$ cat src/rtl/lut_cell_pkg.sv
package lut_cell_pkg;
  parameter int unsigned LUT_IN   = 3;
  parameter int unsigned LUT_SIZE = 1 << LUT_IN;
  parameter int unsigned CFG_W    = 2 * LUT_SIZE + 2;
  typedef struct packed {
    logic                osel;
    logic                mode;
    logic [LUT_SIZE-1:0] hi_tab;
    logic [LUT_SIZE-1:0] lo_tab;
  } cell_cfg_t;
endpackage

$ cat src/rtl/lut_cell_cfg.sv
module lut_cell_cfg
  import lut_cell_pkg::*;
(
  input  logic      clk,
  input  logic      cfg_load,
  input  logic      cfg_bit,
  output cell_cfg_t cfg
);
  logic [CFG_W-1:0] sh_q;

  always_ff @(posedge clk) begin
    if (cfg_load) sh_q <= {cfg_bit, sh_q[CFG_W-1:1]};
  end

  assign cfg = cell_cfg_t'(sh_q);

  // the word holds while loading is off
  p_cfg_hold_r1: assert property (@(posedge clk) !cfg_load |=> $stable(sh_q));
  // a new bit enters at the top position
  p_cfg_shift_r1: assert property (@(posedge clk) cfg_load |=> sh_q[CFG_W-1] == $past(cfg_bit));
endmodule

$ cat src/rtl/lut_cell_lut.sv
module lut_cell_lut
  import lut_cell_pkg::*;
(
  input  logic [LUT_SIZE-1:0] tab,
  input  logic [LUT_IN-1:0]   addr,
  output logic                y
);
  assign y = tab[addr];
endmodule

$ cat src/rtl/lut_cell.sv
module lut_cell
  import lut_cell_pkg::*;
(
  input  logic       clk,
  input  logic       rst,
  input  logic       cfg_load,
  input  logic       cfg_bit,
  input  logic [3:0] d,
  input  logic       carry_in,
  output logic       cell_out,
  output logic       carry_out
);
  cell_cfg_t cfg;
  logic      lo_y, hi_y, comb_y, sum_y, cy_y, reg_q;

  lut_cell_cfg u_cfg (.clk(clk), .cfg_load(cfg_load), .cfg_bit(cfg_bit), .cfg(cfg));
  lut_cell_lut u_lo (.tab(cfg.lo_tab), .addr(d[LUT_IN-1:0]), .y(lo_y));
  lut_cell_lut u_hi (.tab(cfg.hi_tab), .addr(d[LUT_IN-1:0]), .y(hi_y));

  always_comb begin
    sum_y = lo_y ^ hi_y ^ carry_in;
    cy_y  = (lo_y & hi_y) | (carry_in & (lo_y ^ hi_y));
    if (cfg.mode) comb_y = sum_y;
    else          comb_y = d[3] ? hi_y : lo_y;
  end

  always_ff @(posedge clk) begin
    if (rst) reg_q <= 1'b0;
    else     reg_q <= comb_y;
  end

  assign cell_out  = cfg.osel ? reg_q : comb_y;
  assign carry_out = cfg.mode & cy_y;

  // no carry leaves in logic mode
  p_no_carry_logic_r4: assert property (@(posedge clk) disable iff (cfg_load)
    !cfg.mode |-> !carry_out);
  // reset clears the registered output
  p_reset_clears_r8: assert property (@(posedge clk) disable iff (cfg_load)
    rst ##1 cfg.osel |-> !cell_out);
  // registered output follows the previous result
  p_reg_follow_r7: assert property (@(posedge clk) disable iff (rst || cfg_load)
    cfg.osel ##1 (cfg.osel && !$past(rst) && !$past(cfg_load)) |-> cell_out == $past(comb_y));
  // carry_out is the majority of operands
  p_maj_r5: assert property (@(posedge clk) disable iff (cfg_load)
    cfg.mode |-> carry_out == ((lo_y & hi_y) | (lo_y & carry_in) | (hi_y & carry_in)));
endmodule

$ cat config.mk
export PLATFORM = sky130hd
export DESIGN_NAME = lut_cell
export DESIGN_NICKNAME = d
export VERILOG_FILES = /design/src/rtl/lut_cell_pkg.sv /design/src/rtl/lut_cell_cfg.sv /design/src/rtl/lut_cell_lut.sv /design/src/rtl/lut_cell.sv
export SDC_FILE = /design/constraint.sdc
export NUM_CORES = 1
export LEC_CHECK = 0
export BUFFER_PORTS_ARGS = -buffer_cell sky130_fd_sc_hd__buf_2
export CAP_MARGIN = 5
export CORE_MARGIN = 2
export CORE_UTILIZATION = 40
export DETAILED_ROUTE_END_ITERATION = 10
export PLACE_DENSITY_LB_ADDON = 0.08
export SLEW_MARGIN = 20
export SYNTH_ARGS = -nofsm -noshare
export SYNTH_HDL_FRONTEND = slang
export SYNTH_SLANG_ARGS = --single-unit
$ cat constraint.sdc
create_clock -name clk -period 2.7 [get_ports clk]
set_input_delay 0.135 -clock clk [delete_from_list [all_inputs] [get_ports clk]]
set_output_delay 0.135 -clock clk [all_outputs]
set_load 0.02 [all_outputs]
==> flow_metrics.py <==
metrics = {
    "power_and_ir_drop": {
        "peakVddDrop_v": 0.000257,
        "power.density_nw_per_um2": 598,
        "p_comb_frac": 0.128,
        "pwr-share-clk": 0.248,
        "pwr-share-seq": 0.624,
        "p_leak_nw": 0.358,
        "swShare": 0.226,
        "internal_power_uw": 437,
        "p_sw_uw": 127,
    },
    "placement": {
        "io_buffer_count": 10,
        "dp_hpwl_um": 868,
        "dp_cells": 80,
        "finalWeightedCongestion": 0.737,
        "dpl_cell_area_sq_um": 865,
    },
    "cts": {
        "cts_buffer_depth": 2,
        "path_clk_slew_ns": 0.10,
        "numCtsBuffers": 3,
        "root_buffer": "clkbuf_4",
        "clock_latency_ns": 0.29,
        "cts_sinks": 19,
        "htree_levels": 1,
        "cts_tree": "yes",
    },
    "worst_setup_path": {
        "required_ns": 2.57,
        "arrival_ns": 2.51,
        "crit_type": "flip-flop to output pin",
        "worstSetupStartpointType": "flip-flop",
        "crit_fanout": 2,
        "cp-end-kind": "output pin",
    },
    "job": {
        "drv_cap": 0,
    },
    "drt": {
        "wl_per_cell_um": 14.2,
        "firstDrtPassIters": 4,
        "route.detailed.drc": 0,
        "first_iter_violations": 6,
        "vias_per_cell": 4.81,
        "routed_wl_um": 1260,
        "ant_nets": 0,
        "via_count": 428,
    },
    "finish": {
        "instances_no_fill": 89,
        "syn_to_final_growth_pct": 19.1,
        "antenna_cells": 0,
        "drive_above_1_share": 0.387,
        "fill_cells": 178,
        "regArea_sq_um": 561,
        "multi_input_comb_area_sq_um": 223,
        "final_cell_mix": "edfxtp_1, buf_2, mux2i_1",
        "fin_area_sq_um": 943,
        "final_common_cell": "edfxtp_1",
        "fin_nets": 73,
    },
    "synth": {
        "ys.warnings.count": 0,
        "synth_seq_cells": 19,
        "synth_nets": 54,
        "synth.avg_cell_area_sq_um": 18.0,
        "synthCells": 44,
        "yosysSeqAreaShare": 0.708,
        "ys_types": 20,
        "synth_area_sq_um": 792,
    },
    "global_route": {
        "grt_first_pass_wirelength_um": 2010,
        "grt_use_total": 0.116,
        "grt_antenna_before_repair": 0,
        "grt_max_degree": 19,
        "grt_pass1_vias": 436,
        "grt_overflow": 0,
    },
    "timing": {
        "setup_violations": 0,
        "skew_ns": 0.00524,
        "tightestPinTransition_ns": 0.403,
        "holdWs_ns": 0.250,
        "hold_viol": 0,
        "period_minus_slack_ns": 2.65,
        "drv_slew": 0,
        "min_period_over_period": 0.981,
        "fmax_mhz": 378,
        "relSlewSlack": 0.731,
        "rsz0062_at_grt": "yes",
    },
    "die": {
        "io-pin-count": 11,
        "die_h_um": 48.5,
        "core-area_sq_um": 1920,
        "std_cell_rows": 16,
        "die_area_sq_um": 2350,
        "die_w_um": 48.5,
        "initial_core_util": 0.412,
    },
    "min_path": {
        "min-delay-path-class": "input pin to flip-flop",
    },
    "status": {
        "status": "complete, no violations",
    },
}
## stage by stage
step | util | power (mW) | TNS (ns) | worst slack [ns]
2_1_floorplan | - | 0.395 | 0 | 0.125
3_3_place_gp | 0.450 | 0.416 | 0 | 0.353
3_5_place_dp | 0.450 | 0.420 | 0 | 0.283
4_1_cts | 0.478 | 0.566 | 0 | 0.00574
5_1_grt | 0.491 | 0.591 | -0.0558 | -0.0558
6_report | 0.491 | 0.564 | 0 | 0.0520
## sequential cells by signal (all words and copies together), names as in the netlist
signal and cells:
reg_q 1, u_cfg.cfg 18
## metal layers
metal | track usage | vias to the layer above | part of all wire
met5 | 0 | - | 0
met4 | 0.0571 | 0 | 0.016
met3 | 0.0309 | 3 | 0.037
met2 | 0.178 | 11 | 0.48
met1 | 0.153 | 204 | 0.47
li1 | - | 210 | -
## kinds of logic (layout without fill, tap and decap cells)
| group | Yosys count | in the layout | synth area share |
|---|---|---|---|
| flops | 19 | 19 | 0.708 |
| simple gates | 12 | 12 | 0.0948 |
| mux | 7 | 7 | 0.126 |
| buf+inv | 3 | 21 | 0.0237 |
| compound gates | 2 | 2 | 0.0221 |
| fa+ha+maj | 1 | 1 | 0.0253 |
## timing repair
action | CTS | global route
buffers inserted | 1 | 2
endpoints found under the hold margin | 1 | 1
gates resized for setup | 2 | 1
hold buffers | 1 | 1
setup endpoints to repair | 1 | 1
## path summary, 6_finish.rpt
path                               startpoint            end  slack (ns)  cells past startpoint
worst min-delay path                     d[3]          reg_q        0.25                      3
worst max register to register  u_cfg.cfg[13]          reg_q        0.63                      6
worst max-delay path            u_cfg.cfg[13]       cell_out        0.05                      7
worst min register to register  u_cfg.cfg[14]  u_cfg.cfg[13]        0.45                      0
## final cells by class
cell class,count,share of cell area
flip-flops and latches,19,0.594
well taps,27,0.0358
repair buffers,15,0.0981
inverters,2,0.00796
multi-input cells,22,0.236
clock buffers,4,0.0279
## critical path: stages (launching register included)
cell      delay, ns
edfxtp_1       0.40
mux4_2         0.48
mux2_4         0.31
inv_2          0.06
fa_1           0.41
and2_4         0.18
o41ai_2        0.18
buf_2          0.21
## synth_stat cells
master	instances	share of area
inv_1	2	0.0095
nand2_1	2	0.0095
nand4_1	1	0.0079
mux2i_1	4	0.051
a41oi_1	1	0.011
nor2_1	1	0.0047
and2_1	1	0.0079
nor4_1	1	0.0079
or2_2	1	0.0079
nand3b_1	2	0.019
dfxtp_1	1	0.025
nor3b_2	1	0.016
nor2b_1	1	0.0079
o41ai_1	1	0.011
fa_1	1	0.025
mux2_4	1	0.019
mux4_2	2	0.057
buf_6	1	0.014
nand3_1	1	0.0063
edfxtp_1	18	0.68
## power groups by stage
| stage | combinational [mW] | clock (mW) | sequential (mW) |
|---|---|---|---|
| floorplan | 0.0398 | 0 | 0.355 |
| global placement | 0.0580 | 0 | 0.358 |
| detailed placement | 0.0618 | 0 | 0.359 |
| CTS | 0.0696 | 0.144 | 0.353 |
| global route | 0.0781 | 0.158 | 0.355 |
| finish | 0.0722 | 0.140 | 0.352 |
No activity file was read; power rests on OpenSTA's default activity.
